<file path="src/rtl/shpwm_pkg.sv">
package shpwm_pkg;

  localparam int CTRL_BITS      = 10;
  localparam int CTRL_RUN       = 0;
  localparam int CTRL_SRST      = 1;
  localparam int CTRL_UPD       = 2;
  localparam int CTRL_IE        = 3;
  localparam int CTRL_ONE       = 4;
  localparam int CTRL_CONT      = 5;
  localparam int CTRL_TRIG_R    = 6;
  localparam int CTRL_TRIG_F    = 7;
  localparam int CTRL_LVL_FIRST = 8;
  localparam int CTRL_LVL_IDLE  = 9;

  localparam logic [4:0] OFS_CTRL = 5'h00;
  localparam logic [4:0] OFS_REP  = 5'h04;
  localparam logic [4:0] OFS_PER  = 5'h08;
  localparam logic [4:0] OFS_FP   = 5'h0C;
  localparam logic [4:0] OFS_STAT = 5'h10;

  typedef enum logic [1:0] {CH_IDLE, CH_WAIT, CH_RUN, CH_DONE} ch_state_e;

  typedef struct packed {
    logic one;
    logic cont;
    logic trig_r;
    logic trig_f;
  } mode_t;

  // continuous wins when both mode bits are set
  function automatic mode_t decode_mode(input logic [CTRL_BITS-1:0] c);
    mode_t m;
    m.cont   = c[CTRL_CONT];
    m.one    = c[CTRL_ONE] & ~c[CTRL_CONT];
    m.trig_r = c[CTRL_TRIG_R];
    m.trig_f = c[CTRL_TRIG_F];
    return m;
  endfunction

  function automatic logic in_first(input logic [31:0] cnt, input logic [31:0] len);
    return cnt < len;
  endfunction

  // true on the last cycle of a period; a zero period ends every cycle
  function automatic logic period_end(input logic [31:0] cnt, input logic [31:0] per);
    return (cnt + 32'd1) >= per;
  endfunction

  function automatic logic last_rep(input logic [31:0] done_cnt, input logic [31:0] rep);
    return (done_cnt + 32'd1) >= rep;
  endfunction

endpackage

</file>
<file path="src/rtl/shpwm_sync2.sv">
module shpwm_sync2 (
  input  logic clk,
  input  logic rst_n,
  input  logic d,
  output logic q
);
  logic meta;

  always_ff @(posedge clk or negedge rst_n) begin
    if (!rst_n) begin
      meta <= 1'b0;
      q    <= 1'b0;
    end else begin
      meta <= d;
      q    <= meta;
    end
  end
endmodule

</file>
<file path="src/rtl/shpwm_chan.sv">
module shpwm_chan
  import shpwm_pkg::*;
#(
  parameter int CW = 16
) (
  input  logic                 clk,
  input  logic                 rst_n,
  input  logic                 wr_ctrl,
  input  logic                 wr_rep,
  input  logic                 wr_per,
  input  logic                 wr_fp,
  input  logic                 wr_stat,
  input  logic [31:0]          wdata,
  input  logic                 evt_s,
  output logic [CTRL_BITS-1:0] ctrl_rd,
  output logic [CW-1:0]        rep_rd,
  output logic [CW-1:0]        per_rd,
  output logic [CW-1:0]        fp_rd,
  output logic                 done_o,
  output logic                 pwm_o,
  output logic                 irq_o
);
  localparam logic [CTRL_BITS-1:0] CTRL_KEEP =
    ~((CTRL_BITS'(1) << CTRL_SRST) | (CTRL_BITS'(1) << CTRL_UPD));

  logic [CTRL_BITS-1:0] ctrl_q;
  logic [CW-1:0]        rep_sh, per_sh, fp_sh;
  logic [CW-1:0]        rep_a, per_a, fp_a;
  mode_t                mode_a, mode_sh;
  logic                 upd_pend;
  ch_state_e            state;
  logic [CW-1:0]        cnt, repc;
  logic                 done_q;
  logic                 evt_d;

  // named internal events
  logic srst_ev, upd_req, clr_ev, running, wrap_ev, apply_ev;
  logic rise_ev, fall_ev, trig_ev, trig_sel, launch_ev, last_ev, done_set, rep_zero;

  assign mode_sh   = decode_mode(ctrl_q);
  assign srst_ev   = wr_ctrl & wdata[CTRL_SRST];
  assign upd_req   = wr_ctrl & wdata[CTRL_UPD] & ~wdata[CTRL_SRST];
  assign clr_ev    = wr_stat & wdata[0];
  assign running   = (state == CH_RUN);
  assign wrap_ev   = running & period_end(32'(cnt), 32'(per_a));
  assign apply_ev  = upd_pend & (~running | wrap_ev);
  assign rise_ev   = evt_s & ~evt_d;
  assign fall_ev   = ~evt_s & evt_d;
  assign trig_ev   = ctrl_q[CTRL_RUN] & (state == CH_WAIT) &
                     ((mode_a.trig_r & rise_ev) | (mode_a.trig_f & fall_ev));
  assign trig_sel  = mode_a.trig_r | mode_a.trig_f;
  assign rep_zero  = (rep_a == '0);
  assign launch_ev = ctrl_q[CTRL_RUN] & (state == CH_IDLE) & ~upd_pend &
                     (mode_a.cont | mode_a.one);
  assign last_ev   = ctrl_q[CTRL_RUN] & wrap_ev & mode_a.one &
                     last_rep(32'(repc), 32'(rep_a));
  assign done_set  = (launch_ev & ~mode_a.cont & ~trig_sel & rep_zero) |
                     (trig_ev & rep_zero) | last_ev;

  // control and shadow registers (software side)
  always_ff @(posedge clk or negedge rst_n) begin
    if (!rst_n) begin
      ctrl_q <= '0;
      rep_sh <= '0;
      per_sh <= '0;
      fp_sh  <= '0;
    end else begin
      if (wr_ctrl) ctrl_q <= wdata[CTRL_BITS-1:0] & CTRL_KEEP;
      if (wr_rep)  rep_sh <= wdata[CW-1:0];
      if (wr_per)  per_sh <= wdata[CW-1:0];
      if (wr_fp)   fp_sh  <= wdata[CW-1:0];
    end
  end

  always_ff @(posedge clk or negedge rst_n) begin
    if (!rst_n) evt_d <= 1'b0;
    else        evt_d <= evt_s;
  end

  // active registers, sequencer and status
  always_ff @(posedge clk or negedge rst_n) begin
    if (!rst_n) begin
      rep_a <= '0; per_a <= '0; fp_a <= '0; mode_a <= '0;
      upd_pend <= 1'b0; state <= CH_IDLE; cnt <= '0; repc <= '0; done_q <= 1'b0;
    end else if (srst_ev) begin
      rep_a <= '0; per_a <= '0; fp_a <= '0; mode_a <= '0;
      upd_pend <= 1'b0; state <= CH_IDLE; cnt <= '0; repc <= '0; done_q <= 1'b0;
    end else begin
      upd_pend <= upd_req | (upd_pend & ~apply_ev);
      if (apply_ev) begin
        rep_a  <= rep_sh;
        per_a  <= per_sh;
        fp_a   <= fp_sh;
        mode_a <= mode_sh;
      end
      if (done_set)    done_q <= 1'b1;
      else if (clr_ev) done_q <= 1'b0;

      if (!ctrl_q[CTRL_RUN]) begin
        state <= CH_IDLE;
        cnt   <= '0;
        repc  <= '0;
      end else begin
        unique case (state)
          CH_IDLE: if (launch_ev) begin
            cnt  <= '0;
            repc <= '0;
            if (mode_a.cont)   state <= CH_RUN;
            else if (trig_sel) state <= CH_WAIT;
            else if (rep_zero) state <= CH_DONE;
            else               state <= CH_RUN;
          end
          CH_WAIT: if (trig_ev) begin
            cnt   <= '0;
            repc  <= '0;
            state <= rep_zero ? CH_DONE : CH_RUN;
          end
          CH_RUN: if (wrap_ev) begin
            cnt <= '0;
            if (last_ev) state <= CH_DONE;
            else if (mode_a.one) repc <= repc + 1'b1;
          end else begin
            cnt <= cnt + 1'b1;
          end
          CH_DONE: state <= CH_DONE;
          default: state <= CH_IDLE;
        endcase
      end
    end
  end

  always_comb begin
    if (running)
      pwm_o = in_first(32'(cnt), 32'(fp_a)) ? ctrl_q[CTRL_LVL_FIRST] : ~ctrl_q[CTRL_LVL_FIRST];
    else
      pwm_o = ctrl_q[CTRL_LVL_IDLE];
  end

  assign ctrl_rd = ctrl_q;
  assign rep_rd  = rep_sh;
  assign per_rd  = per_sh;
  assign fp_rd   = fp_sh;
  assign done_o  = done_q;
  assign irq_o   = done_q & ctrl_q[CTRL_IE];

  // active values move only at a boundary or while stopped
  a_r3_active_hold: assert property (@(posedge clk) disable iff (!rst_n)
    running && !wrap_ev && !srst_ev |=> $stable(per_a) && $stable(fp_a) && $stable(rep_a));

  // a pending update is consumed on the next edge while stopped
  a_r3_pending_drains: assert property (@(posedge clk) disable iff (!rst_n)
    upd_pend && !running && !upd_req && !srst_ev |=> !upd_pend);

  // counter stays inside the active period
  a_r4_cnt_in_range: assert property (@(posedge clk) disable iff (!rst_n)
    running && (per_a != '0) |-> cnt < per_a);

  // the done flag rises only together with entry to the finished state
  a_r7_done_with_state: assert property (@(posedge clk) disable iff (!rst_n)
    $rose(done_q) |-> state == CH_DONE);

  // done flag is sticky until cleared or reset
  a_r9_done_sticky: assert property (@(posedge clk) disable iff (!rst_n)
    done_q && !clr_ev && !srst_ev |=> done_q);

  // soft reset clears the running state in one edge
  a_r10_srst_clears: assert property (@(posedge clk) disable iff (!rst_n)
    srst_ev |=> (cnt == '0) && (per_a == '0) && (fp_a == '0) && !done_q && (state == CH_IDLE));

  // a channel whose active mode is continuous never completes
  a_r11_cont_no_done: assert property (@(posedge clk) disable iff (!rst_n)
    running && mode_a.cont && !srst_ev |=> state != CH_DONE);
endmodule

</file>
<file path="src/rtl/shpwm_top.sv">
module shpwm_top
  import shpwm_pkg::*;
#(
  parameter int NCH = 6,
  parameter int CW  = 16,
  parameter int AW  = $clog2(NCH) + 5
) (
  input  logic           clk,
  input  logic           rst_n,
  input  logic           wr_en,
  input  logic           rd_en,
  input  logic [AW-1:0]  addr,
  input  logic [31:0]    wdata,
  output logic [31:0]    rdata,
  input  logic [NCH-1:0] evt_in,
  output logic [NCH-1:0] pwm_out,
  output logic           irq
);
  localparam int SEL_W = AW - 5;

  logic [SEL_W-1:0] ch_idx;
  logic [4:0]       ofs;
  logic [NCH-1:0]   chan_irq, chan_done;

  logic [CTRL_BITS-1:0] ctrl_rd [NCH];
  logic [CW-1:0]        rep_rd  [NCH];
  logic [CW-1:0]        per_rd  [NCH];
  logic [CW-1:0]        fp_rd   [NCH];

  assign ch_idx = addr[AW-1:5];
  assign ofs    = addr[4:0];

  for (genvar c = 0; c < NCH; c++) begin : g_ch
    logic sel, evt_s;
    assign sel = (ch_idx == SEL_W'(c));

    shpwm_sync2 u_sync (
      .clk   (clk),
      .rst_n (rst_n),
      .d     (evt_in[c]),
      .q     (evt_s)
    );

    shpwm_chan #(.CW(CW)) u_chan (
      .clk     (clk),
      .rst_n   (rst_n),
      .wr_ctrl (wr_en & sel & (ofs == OFS_CTRL)),
      .wr_rep  (wr_en & sel & (ofs == OFS_REP)),
      .wr_per  (wr_en & sel & (ofs == OFS_PER)),
      .wr_fp   (wr_en & sel & (ofs == OFS_FP)),
      .wr_stat (wr_en & sel & (ofs == OFS_STAT)),
      .wdata   (wdata),
      .evt_s   (evt_s),
      .ctrl_rd (ctrl_rd[c]),
      .rep_rd  (rep_rd[c]),
      .per_rd  (per_rd[c]),
      .fp_rd   (fp_rd[c]),
      .done_o  (chan_done[c]),
      .pwm_o   (pwm_out[c]),
      .irq_o   (chan_irq[c])
    );
  end

  always_comb begin
    rdata = '0;
    if (rd_en) begin
      for (int c = 0; c < NCH; c++) begin
        if (ch_idx == SEL_W'(c)) begin
          unique case (ofs)
            OFS_CTRL: rdata = 32'(ctrl_rd[c]);
            OFS_REP:  rdata = 32'(rep_rd[c]);
            OFS_PER:  rdata = 32'(per_rd[c]);
            OFS_FP:   rdata = 32'(fp_rd[c]);
            OFS_STAT: rdata = 32'(chan_done[c]);
            default:  rdata = '0;
          endcase
        end
      end
    end
  end

  assign irq = |chan_irq;

  // the interrupt never rises without a finished channel
  a_r9_irq_needs_done: assert property (@(posedge clk) disable iff (!rst_n)
    irq |-> (chan_done != '0));

  // a read strobe never coincides with a write
  a_r1_single_access: assert property (@(posedge clk) disable iff (!rst_n)
    !(wr_en && rd_en));
endmodule

</file>
<file path="config.mk">
export PLATFORM = sky130hd
export DESIGN_NAME = shpwm_top
export DESIGN_NICKNAME = d
export VERILOG_FILES = /design/src/rtl/shpwm_pkg.sv /design/src/rtl/shpwm_sync2.sv /design/src/rtl/shpwm_chan.sv /design/src/rtl/shpwm_top.sv
export SDC_FILE = /design/constraint.sdc
export NUM_CORES = 2
export LEC_CHECK = 0
export BUFFER_PORTS_ARGS = -buffer_cell sky130_fd_sc_hd__buf_2
export CORE_MARGIN = 3
export CORE_UTILIZATION = 39
export DETAILED_ROUTE_END_ITERATION = 12
export SETUP_SLACK_MARGIN = 0.3
export SYNTH_ARGS = -nofsm -noshare
export SYNTH_HDL_FRONTEND = slang
export SYNTH_SLANG_ARGS = --single-unit
</file>
<file path="constraint.sdc">
create_clock -name clk -period 4.32 [get_ports clk]
set_input_delay 0.216 -clock clk [delete_from_list [all_inputs] [get_ports clk]]
set_output_delay 0.216 -clock clk [all_outputs]
set_load 0.02 [all_outputs]
</file>
==> metrics.txt <==
CTS tree yes; #FFs+latches synth between 800 and 900; kind of critical path reg -> reg; distinct cell type count after synthesis between 90 and 100; first-pass GRT wire length 230.0 mm; row count about 130; vias per cell between 5 and 6; Num CTS Buffers 102; port bufs 56; R2R cell count 16; vias in the first global route ~38000; largest net degree at the start of global routing 110; via count approximately 40000; Worst setup endpoint g_ch[0].u_chan.repc[12]; Die Width 361.5 µm; Routed Antenna Nets 0; Total Nets Final 5519; register area 0.02209 mm²; all-layer global routing usage 22.26%; core area 0.1246 mm²; setup slack, reg-to-reg 0.48 ns; final hold violation count 0; Layout area overhead 13.51%; sequential fraction of the synthesis area 44.78%; Max-cap violations 0; CP endpoint kind flop; Setup violations, final 0; Synth Flop Type dfrtp_1; Bufs on Longest Clock Path 3; DR DRC count 0; r2r endpoint g_ch[0].u_chan.repc[12]; Req. time, crit path 4.89 ns; Post-Syn Area around 0.05 mm²; average size of a mapped cell 9.612 µm²; Setup crit start g_ch[0].u_chan.repc[0]; Fin Clk Skew 0.03067 ns; max-slew violations 0; Post-synth EDFFs 0; routed len/inst 21.55 µm; fin area 0.05595 mm²; IO Count 89; Worst-path clk slew 0.06 ns; final hold slack 0.06562 ns; Rel. slew slack 13.25%; initial core utilization 39.56%; Post-Synthesis Cells ~5000; RSZ-0062 raised after global routing no; fmax roughly 260 MHz; initial antenna violation count 23; initial drt markers between 3000 and 4000; Detailed Routing Iterations Pass 1 8; Hold Path Class in -> reg; fill cell count roughly 12000; leakage 28.65 nW; synth warn 0; Die ar. 0.1307 mm²; footprint of the multi-input gates 0.02501 mm²; PwrDens 361.0 mW/mm²; Tcrit/Tclk final 88.87%; Peak supply drop 0.3022 mV; Setup TNS Final 0 ns; clock latency on the worst-skew pair 0.69 ns; FFs w/ async S/R, synth 100.0%; CP arrival approximately 4.4 ns; H-tree depth 3; DIE HEIGHT about 360 µm; HPWL after DPL 105.6 mm; min Tclk post-route around 3.8 ns; fin cells between 6000 and 7000; # clock sinks approximately 900; reg-to-reg startpoint g_ch[0].u_chan.repc[0]; DP Area slightly above 0.05 mm²; Final GP Congestion between 0.8 and 0.9; Worst setup SP type flop; Placed Cells about 6700; root buf cell clkbuf_16; CP Max Fanout 10; grt total ovfl 0; drt total wl between 100 and 150 mm; ratio of cells with drive above 1 in the final layout 16.01%; measured slew at the worst slew-check pin 1.296 ns; outcome finished clean
## final cells by class
cell class / count / share of cell area, %
Inverter: 343 / 2.301
Timing Repair Buffer: 223 / 3.399
Sequential cell: 882 / 39.48
Tap cell: 1637 / 3.661
Clock buffer: 131 / 5.063
Antenna cell: 12 / 0.05367
Clock inverter: 51 / 1.344
Multi-Input combinational cell: 3623 / 44.69
## state kept, by name (all words and copies together), names as in the netlist, 12 cells and up
| name | cells |
|---|---|
| g_ch.u_chan.per_a | 96 |
| g_ch.u_chan.rep_a | 96 |
| g_ch.u_chan.cnt | 96 |
| g_ch.u_chan.ctrl_rd | 48 |
| g_ch.u_chan.fp_a | 96 |
| g_ch.u_chan.rep_rd | 96 |
| g_ch.u_chan.repc | 96 |
| g_ch.u_chan.fp_rd | 96 |
| g_ch.u_chan.mode_a | 24 |
| g_ch.u_chan.state | 12 |
| g_ch.u_chan.per_rd | 96 |
## cell usage in the layout (no fill, tap or decap), drive strengths merged, types with 30 or more instances in the layout
master and count:
dfrtp 882, nand2 770, a21oi 429, inv 346
mux2 327, ha 294, nor2 216, buf 216
nand3 167, o21ai 164, clkbuf 131, xnor2 96
nor3 93, nand4 78, xor2 66, mux2i 65
a221oi 62, a21o 57, a22o 53, a22oi 48
nor4 48, and3 41, nand2b 40, a31oi 39
a221o 31, nor2b 31, o21a 30
## stage by stage
stage / util [%] / power [W] / setup WS [ns]
after floorplan: - / 0.01025 / 0.4761
after global routing: 44.88 / 0.02097 / 0.2753
after CTS: 44.65 / 0.02035 / 0.3119
final: 44.90 / 0.02020 / 0.4810
after detailed placement: 41.69 / 0.01105 / 0.1522
after global placement: 41.69 / 0.01098 / 0.1635
## cell usage after synthesis, drive strengths merged (11+ instances only)
cell / n / area share, %
a211oi: 18 / 0.28
a21o: 57 / 0.87
a21oi: 429 / 4.4
a221o: 31 / 0.63
a221oi: 62 / 1.1
a222oi: 25 / 0.51
a22o: 53 / 0.94
a22oi: 48 / 0.73
a31oi: 39 / 0.49
a32o: 20 / 0.41
and2: 21 / 0.27
and3: 41 / 0.53
and4: 11 / 0.20
buf: 127 / 1.4
clkbuf: 168 / 1.3
dfrtp: 882 / 45
ha: 294 / 7.5
inv: 343 / 2.6
mux2: 327 / 7.5
mux2i: 65 / 1.3
nand2: 770 / 5.9
nand2b: 40 / 0.51
nand3: 167 / 1.8
nand3b: 22 / 0.34
nand4: 78 / 1.0
nor2: 216 / 1.6
nor2b: 31 / 0.39
nor3: 93 / 0.98
nor3b: 12 / 0.22
nor4: 48 / 0.65
o211ai: 25 / 0.38
o21a: 30 / 0.46
o21ai: 164 / 1.7
o31ai: 23 / 0.37
or2: 21 / 0.27
or3: 22 / 0.28
xnor2: 96 / 1.7
xor2: 66 / 1.2
## kinds of logic after synthesis
| group | after synthesis | share of synthesized area, % |
|---|---|---|
| compound gates | 1135 | 15.24 |
| buf+inv | 638 | 5.313 |
| flops | 882 | 44.78 |
| mux | 392 | 8.791 |
| simple gates | 1624 | 15.53 |
| fa+ha+maj | 294 | 7.463 |
| other cells | 1 | 0.007608 |
| xor+xnor | 162 | 2.879 |
## where the power goes
part	internal (W)	leakage [nW]	switching (W)
combinational	0.000641	16.3	0.00105
sequential	0.00875	10.7	0.000468
clock	0.00559	1.74	0.00370
## routing by layer
layer | vias up | part of all wire, % | track usage (%)
met5 | - | 0.061 | 0
met4 | 14 | 2.9 | 6.691
met3 | 256 | 7.6 | 5.011
met2 | 1167 | 44 | 33.95
met1 | 19810 | 45 | 31.56
li1 | 18340 | - | -
## repair_timing
action / CTS / global route
resized for setup: 7 / 62
endpoints found under the setup margin: 33 / 434
cloned: 0 / 0
pin swaps: 1 / 3
endpoints found under the hold margin: 88 / 0
setup buffers: 1 / 9
hold buffers: 7 / 0
## how the worst min path moves through the flow
stage / start / end / slack, ns / depth (start not counted)
after floorplan: rst_n / g_ch[0].u_chan.cnt[0] / -0.08 / 0
after global placement: evt_in[0] / g_ch[0].u_sync.meta / 0.32 / 1
after detailed placement: evt_in[4] / g_ch[4].u_sync.meta / 0.33 / 1
after CTS: wdata[0] / g_ch[4].u_chan.ctrl_rd[0] / 0.01 / 3
after global routing: wdata[0] / g_ch[4].u_chan.ctrl_rd[0] / 0.08 / 3
final: wdata[0] / g_ch[4].u_chan.ctrl_rd[0] / 0.07 / 3
## worst max-delay path, cell delays in order (launching register included)
cell and delay, ns:
dfrtp_2 0.41, and3_1 0.17, nand3_1 0.13, nor3_2 0.25, nand3_1 0.18, nor2_2 0.16, xor2_1 0.22, ha_1 0.28
and3_1 0.21, a221o_1 0.33, a31o_2 0.21, nor3_1 0.22, buf_4 0.16, o211a_1 0.18, buf_4 0.19, a41oi_1 0.13
a221o_1 0.28
Power figures use the tool's default switching activity.
